===== config.mk =====
export PLATFORM = sky130hd
export DESIGN_NAME = excl_monitor
export DESIGN_NICKNAME = d
export VERILOG_FILES = /design/src/rtl/excl_monitor.sv
export SDC_FILE = /design/constraint.sdc
export NUM_CORES = 1
export LEC_CHECK = 0
export ABC_AREA = 1
export ABC_CLOCK_PERIOD_IN_PS = 1400
export BUFFER_PORTS_ARGS = -buffer_cell sky130_fd_sc_hd__buf_2
export CORE_ASPECT_RATIO = 0.6
export CORE_UTILIZATION = 40
export DETAILED_ROUTE_END_ITERATION = 8
export GPL_ROUTABILITY_DRIVEN = 0
export HOLD_SLACK_MARGIN = 0.15
export PLACE_DENSITY_LB_ADDON = 0.1
export SYNTH_ARGS = -nofsm -noshare
export SYNTH_HDL_FRONTEND = slang
export SYNTH_SLANG_ARGS = --single-unit

===== constraint.sdc =====
create_clock -name clk -period 1.4 [get_ports clk]
set_input_delay 0.14 -clock clk [delete_from_list [all_inputs] [get_ports clk]]
set_output_delay 0.14 -clock clk [all_outputs]
set_load 0.02 [all_outputs]

===== src/rtl/excl_monitor.sv =====
module excl_monitor #(
  parameter int AW        = 32,
  parameter int DW        = 32,
  parameter int GRAN_LOG2 = 3
) (
  input  logic          clk,
  input  logic          rst_n,
  input  logic          op_valid,
  input  logic [2:0]    op_code,
  input  logic [AW-1:0] op_addr,
  input  logic [DW-1:0] op_wdata,
  input  logic          exc_ret_clr,
  output logic          mem_we,
  output logic [AW-1:0] mem_addr,
  output logic [DW-1:0] mem_wdata,
  output logic          stx_done,
  output logic          stx_status,
  output logic          mon_exclusive
);
  localparam int TW = AW - GRAN_LOG2;

  localparam logic [2:0] OP_ST   = 3'd1;
  localparam logic [2:0] OP_LDX  = 3'd2;
  localparam logic [2:0] OP_STX  = 3'd3;
  localparam logic [2:0] OP_CLRX = 3'd4;

  typedef enum logic {MON_OPEN = 1'b0, MON_EXCL = 1'b1} mon_state_e;

  mon_state_e    state_q, state_d;
  logic [TW-1:0] tag_q;

  logic [TW-1:0] req_tag;
  logic is_st, is_ldx, is_stx, is_clrx, hit;

  assign req_tag = op_addr[AW-1:GRAN_LOG2];
  assign is_st   = op_valid && (op_code == OP_ST);
  assign is_ldx  = op_valid && (op_code == OP_LDX);
  assign is_stx  = op_valid && (op_code == OP_STX);
  assign is_clrx = op_valid && (op_code == OP_CLRX);
  assign hit     = (state_q == MON_EXCL) && (tag_q == req_tag);

  always_comb begin
    state_d = state_q;
    if (is_ldx)
      state_d = MON_EXCL;
    if (is_stx || is_clrx || exc_ret_clr)
      state_d = MON_OPEN;
  end

  always_ff @(posedge clk) begin
    if (!rst_n) begin
      state_q    <= MON_OPEN;
      tag_q      <= '0;
      mem_we     <= 1'b0;
      mem_addr   <= '0;
      mem_wdata  <= '0;
      stx_done   <= 1'b0;
      stx_status <= 1'b0;
    end else begin
      state_q    <= state_d;
      if (is_ldx)
        tag_q <= req_tag;
      mem_we     <= is_st || (is_stx && hit);
      stx_done   <= is_stx;
      stx_status <= is_stx && !hit;
      if (is_st || is_stx) begin
        mem_addr  <= op_addr;
        mem_wdata <= op_wdata;
      end
    end
  end

  assign mon_exclusive = (state_q == MON_EXCL);
endmodule


Word-level counts from Yosys, hierarchy flattened
Index checks and enable logic that the tools add are counted.
{ "classes": {"reduce_logical": 13, "bitwise_logic": 1, "n_eq_ne": 5} }
{ "op_table": {"columns": ["cell", "n"], "rows": [
  ["$eq 29x29->1", 1],
  ["$logic_and 1x1->1", 7],
  ["$eq 3x2->1 const B", 2],
  ["$logic_or 1x1->1", 4],
  ["$eq 3x1->1 const B", 1],
  ["$eq 3x3->1 const B", 1],
  ["$reduce_or 2->1", 1],
  ["$logic_not 1->1", 1],
  ["$not 1->1", 1]
]} }
{ "totals": {"input_bits": 71, "register_bits": 97, "output_inout_bits": 68} }

Logic depth before layout (Yosys ltp)
Gate-level depths: netlist (run 1).
{ "logic_depth": {"depth_word": 5, "mapped_depth": 11} }

Worst setup path after synthesis (run 1)
OpenSTA, ideal clock, no wires.
{ "synth_timing": {"kind": "register to register", "start": "reg state_q (netlist: mon_exclusive)", "end": "reg stx_status", "slack_ps": 292, "synth_period_minus_slack_ps": 1108, "n_path_buf": 0, "path_stages_with_launch": 10, "setup_ps": 114, "arrival_time_ps": 995, "required_time_ps": 1286, "path_cell_list": "dfxtp_1 > inv_1 > nor2_1 > nand2_1 > nor2_1 > nand2_1 > nor2_1 > nand2_1 > nand2_1 > nor2_1"} }
{ "synth_via": {"elab_chain_len": 3} }
{ "synth_rtl": {"columns": ["element", "line", "text"], "rows": [
  ["start, declared", "29", "mon_state_e state_q, state_d;"],
  ["start signal, assigned", "60", "state_q <= state_d;"],
  ["$logic_and 1x1->1", "40", "assign hit = (state_q == MON_EXCL) && (tag_q == req_tag);"],
  ["$logic_not 1->1", "65", "stx_status <= is_stx && !hit;"],
  ["$logic_and 1x1->1", "65", null],
  ["end signal, assigned", "65", null],
  ["end, declared", "17", "output logic stx_status,"]
]} }
No other way between the ends.
A chain may end at the register's enable or synchronous reset.

Worst setup path in the final report (run 1)
{ "layout_timing": {"start": "in op_addr[19]", "end": "reg stx_status"} }
{ "layout_via": {"elab_chain_len": 4} }
{ "layout_rtl": {"columns": ["element", "line", "text"], "rows": [
  ["start, declared", "10", "input logic [AW-1:0] op_addr,"],
  ["$eq 29x29->1", "40", null],
  ["$logic_and 1x1->1", "40", null],
  ["$logic_not 1->1", "65", null],
  ["$logic_and 1x1->1", "65", null]
]} }
No other way between the ends.

==> metrics.cfg, run 1 <==
[synth]
yosys_most_used_dff=dfxtp_1
synth_fa_ha_area_share_pct=0
syn_inst=517
synth.most_common_cell=nand2_1
synthTopCellsByCount=nand2_1 (153), dfxtp_1 (97), a21oi_1 (86)
synth.area.mux_share_pct=0
synth_nets=588
synth_cell_types=22
synth_xor_area_share_pct=2.29
ys_ff_latch=97
synth_compound_area_share_pct=18.3
ys_seq_area_share_pct=50.8
synth.cell_area_mm2=0.00382
yosys.area_share.simple_pct=19.7
ys_async_sr_fraction_pct=0
yosysWarnings=0
synth-edff-count=0
yosys.area.top_type_share_pct=50.8
yosysTopAreaCell=dfxtp_1
synth_top_family_by_area=simple AND/OR/NAND/NOR gates
synthTopCellsByArea=dfxtp_1 (51%), nand2_1 (15%), a21oi_1 (11%), o21ai_0 (6.7%), inv_1 (4.7%)
synth_area_per_cell_um2=7.40

[die]
core_mm2=0.00922
fp-row-count=27
chipHeight_um=77.7
initial_utilization_pct=41.5
fp.dieW_um=128
num_io_pins=139
dieArea_mm2=0.00997

[route]
vias=3840
routedWlPerCell_um=12.0
viasPerCell=4.53
wl_um=10200
drt_iter0_drc=168
drcViolationCount=0
drt-pass1-iter-count=4
ant_nets=0

[min_path]
hp-class=input port to register

[run_status]
status=completed

[sta]
fin_crit_ns=1.38
clock_skew_ns=0.00749
fmax_mhz=723
final.period_utilization_pct=98.7
fin_ws_ns=0.0176
setup_violations=0
rsz0062_at_grt=false
fin_hold_ws_ns=0.179
hold_viol_final=0
slew_headroom_pct=77.4
final_max_slew_viol_count=0
timing.setup.tns_ns=0
worst_pin_slew_ns=0.340

[clocking]
clock-sinks=97
clk_pin_slew_ns=0.06
insertion_delay_ns=0.34
cts_buffers=9
htreeDepth=3
cts_tree=yes
cts_max_path_buffers=2
cts_root_buf=clkbuf_16

[finish]
antennaDiodeCount=0
final-seq-area_mm2=0.00194
multi_input_area_mm2=0.00156
stdcell_count=847
fin_util_pct=61.3
final_nets=783
drive_above_1_share_pct=24.7
syn2layout_area_growth_pct=47.8
nFillCells=825

[place]
place_ws_ns=0.177
placement.io_buffers=138
dp_cells=766
dp_hpwl_um=6560

[worst_setup_path]
required_ns=1.63
crit_type=input port to register
worstPathArrival_ns=1.61
end_kind=register
startpoint_type=input port
crit_fanout=3

[flow_run]
cap_violations=0

[grt]
grt_pass1_wl_um=16300
grt.overflow.total=0
grt_pass1_vias=3573
grt_max_degree=54
antenna_found_initial=0
grt_usage_pct=20.6

[power_and_ir_drop]
p_per_area_mw_per_mm2=1150
power.leakage_nw=2.66
ir_drop_mv=0.665

power by group:
group          internal [mW]  total, mW  switching [mW]
registers               2.86       2.91          0.0530
clock network           1.78       2.80            1.02
logic                  0.368      0.792           0.425
total                   5.01       6.51            1.49
repair_timing:
| item | in CTS | in global routing |
|---|---|---|
| hold endpoints to repair | 97 | 0 |
| hold buffers | 66 | 0 |
| endpoints found under the setup margin | 0 | 5 |
| setup buffers | 0 | 1 |
| resized for setup | 0 | 11 |
registers in the layout (all words and copies together), names as in the netlist:
signal / count
mem_wdata: 32
stx_done: 1
mem_we: 1
stx_status: 1
mon_exclusive: 1
mem_addr: 32
tag_q: 29
area by class of cell:
class | count | area share [%]
clock inverter | 6 | 1.86
inverter | 51 | 3.45
multi-input combinational | 342 | 27.6
sequential | 97 | 34.4
timing repair buffer | 211 | 25.6
clock buffer | 10 | 4.23
tap | 130 | 2.88
per-stage QoR:
stage	total power [mW]	instance area, µm²
2_1_floorplan	3.35	3820
4_1_cts	6.57	5630
3_3_place_gp	3.60	4630
5_1_grt	6.77	5650
6_report	6.51	5650
3_5_place_dp	3.61	4630
cells by family after synthesis:
family | after synthesis
compound gates | 139
simple gates | 193
flops | 97
buf+inv | 78
xor+xnor | 10
worst paths after layout:
kind | start | endpoint | slack (ns) | cells past startpoint
max | op_addr[19] | stx_status | 0.02 | 10
min | op_valid | mon_exclusive | 0.18 | 4
max reg2reg | tag_q[15] | stx_status | 0.14 | 11
min reg2reg | mem_wdata[22] | mem_wdata[22] | 0.46 | 2
per-layer routing:
layer  share of wire [%]  vias to the layer above  GRT usage (%)
li1                    -                     2020              -
met1                  49                     1713           27.4
met2                  45                       92           32.6
met3                 4.6                       15           5.45
met4                 1.4                        0           6.59
met5                   0                        -              0
critical path, stage by stage:
cell	delay [ns]
dlygate4sd3_1	0.53
buf_2	0.16
xnor2_2	0.15
nand2_1	0.10
nor2_1	0.14
nand2_1	0.10
nor2_2	0.11
nand2_1	0.08
nand2_1	0.06
nor2_1	0.04
placed cells by master, fill, tap and decap left out, drive strengths merged:
cell,n
nand3,1
a21oi,86
o211ai,1
o31ai,1
nand2,155
nor2,36
nand4,1
clkinvlp,1
inv,50
o21ai,51
xnor2,7
xor2,3
dlymetal6s4s,1
buf,145
dfxtp,97
clkbuf,10
clkinv,3
bufinv,3
dlygate4sd3,65
Note: power is estimated with default switching activity, not from simulation.
==> run 2, diff against run 1 <==
- ABC_CLOCK_PERIOD_IN_PS: 1400 -> 1800
- clock period: 1.4 -> 1.8 ns (I/O delays scaled with it)
==> run 2 against run 1 <==
  * First-iteration DRC count rose by 7.1%
  * Global-route usage rose by 0.71 points
  * Core utilization fell by 0.38 points
  * Count of clock-buffer cells in the layout rose by 1
  * Clock power fell by 22%
  * Hold slack improved by 0.042 ns
  * Largest cell class unchanged
==> metrics.cfg, run 2 (synthesis results as in run 1) <==
[clocking]
cts_root_buf=clkbuf_16
cts_buffers=9
insertion_delay_ns=0.34
htreeDepth=3
cts_hold_buf=66
cts_max_path_buffers=2
cts_resized=0
clk_pin_slew_ns=0.06
cts_setup_buffers=0
clock-sinks=97
cts_tree=yes

[worst_setup_path]
crit_top_cell=nor2_1
startpoint=op_code[1]
path_buf_inv=3
crit_fanout=10
worstPathArrival_ns=1.62
crit_type=input port to register
timing.rr.start=tag_q[25]
required_ns=2.03
r2r_end=stx_status
cpLargestDelayFamily=buffers and inverters
r2r_slack_ns=0.61
end_kind=register
startpoint_type=input port
path_cells=dlygate4sd3_1, buf_2, nand2_2, nor2_4, clkinv_1, nor2_1, nor2_1
slowest_delay_ns=0.52
r2r_cells=11
cp_slowest_cell=dlygate4sd3_1

[grt]
grt_pass1_vias=3683
antenna_found_initial=0
grt_max_degree=60
grt_pass1_wl_um=16900
grt.overflow.total=0
grt_usage_pct=21.4

[die]
initial_utilization_pct=41.5
fp.dieW_um=128
core_mm2=0.00922
chipHeight_um=77.7
fp-row-count=27
num_io_pins=139
dieArea_mm2=0.00997

[power_and_ir_drop]
power.leakage_nw=2.63
p_per_area_mw_per_mm2=900
ir_drop_mv=0.503

[sta]
final_max_slew_viol_count=0
final.period_utilization_pct=77.3
setup_violations=0
clock_skew_ns=0.00201
timing.setup.tns_ns=0
worst_pin_slew_ns=0.445
rsz0062_at_grt=false
hold_viol_final=0
fmax_mhz=719
slew_headroom_pct=70.3
fin_crit_ns=1.39

[finish]
drive_above_1_share_pct=23.0
layout_commonest_cell=nand2_1
antennaDiodeCount=0
syn2layout_area_growth_pct=46.9
final_nets=782
final_cell_mix=nand2_1 (153), buf_2 (138), dfxtp_1 (97)
reg_top3=mem_addr: 32 flops, mem_wdata: 32 flops, tag_q: 29 flops
final_cell_area_mm2=0.00562
nFillCells=852

[flow_run]
cap_violations=0

[route]
wl_um=10300
routedWlPerCell_um=12.2
drt-pass1-iter-count=4
drcViolationCount=0
vias=3896
drt_iter0_drc=180
viasPerCell=4.61
ant_nets=0

[min_path]
hold_path_end=mon_exclusive
hold_start=op_valid
holdPathStages=4
hp-class=input port to register

[place]
placement.io_buffers=138
dp_hpwl_um=6540
placed_cell_area_mm2=0.00461

[run_status]
status=completed

-- run 2: worst reg2reg max path, cell delays in order, from the launching register on --
cell and delay, ns:
dfxtp_1 0.36, inv_1 0.05, nand2_1 0.05, nand2_1 0.05, inv_1 0.04, nand2_1 0.04
nor2_1 0.13, nand2_1 0.09, nor2_1 0.10, nand2_1 0.07, nand2_1 0.06, nor2_1 0.04
-- run 2: report_power, final --
group | leakage (nW) | total, mW | internal (mW) | switching [mW]
logic | 1.68 | 0.609 | 0.281 | 0.328
clock network | 0.166 | 2.18 | 1.39 | 0.784
registers | 0.789 | 2.27 | 2.23 | 0.0415
-- run 2: through the flow --
step                total power [mW]  worst slack [ns]  cells  hold slack (ns)  util (%)
global route                    5.28             0.298    846            0.240      60.9
global placement                2.80             0.486    764            0.431      50.0
detailed placement              2.81             0.410    764            0.436      50.0
CTS                             5.11             0.386    846            0.210      60.9
finish                          5.05             0.409    846            0.220      60.9
floorplan                       2.60             0.692    517            0.275         -
-- run 2: cell type report --
cell class,instances,area [µm²],share of cell area [%]
Timing Repair Buffer,210,1430,25.5
Clock inverter,5,103,1.83
Clock buffer,11,243,4.32
Inverter,51,191,3.41
Tap cell,130,163,2.90
Multi-Input combinational cell,342,1540,27.4
Sequential cell,97,1940,34.6
-- run 2: worst max path at each step --
stage,slack (ns),end,cells after the start
global placement,0.49,mem_addr[26],8
floorplan,0.69,stx_status,9
CTS,0.39,tag_q[22],7
global route,0.30,stx_status,12
detailed placement,0.41,mem_addr[15],8
finish,0.41,tag_q[22],7
-- run 2: metal layers --
layer | wire length (µm) | GRT usage (%) | vias to the layer above | part of all wire, %
li1 | - | - | 2021 | -
met1 | 4920 | 27.6 | 1762 | 48
met2 | 4720 | 34.5 | 96 | 46
met3 | 542 | 5.79 | 17 | 5.2
met4 | 156 | 6.82 | 0 | 1.5
met5 | 0 | 0 | - | 0
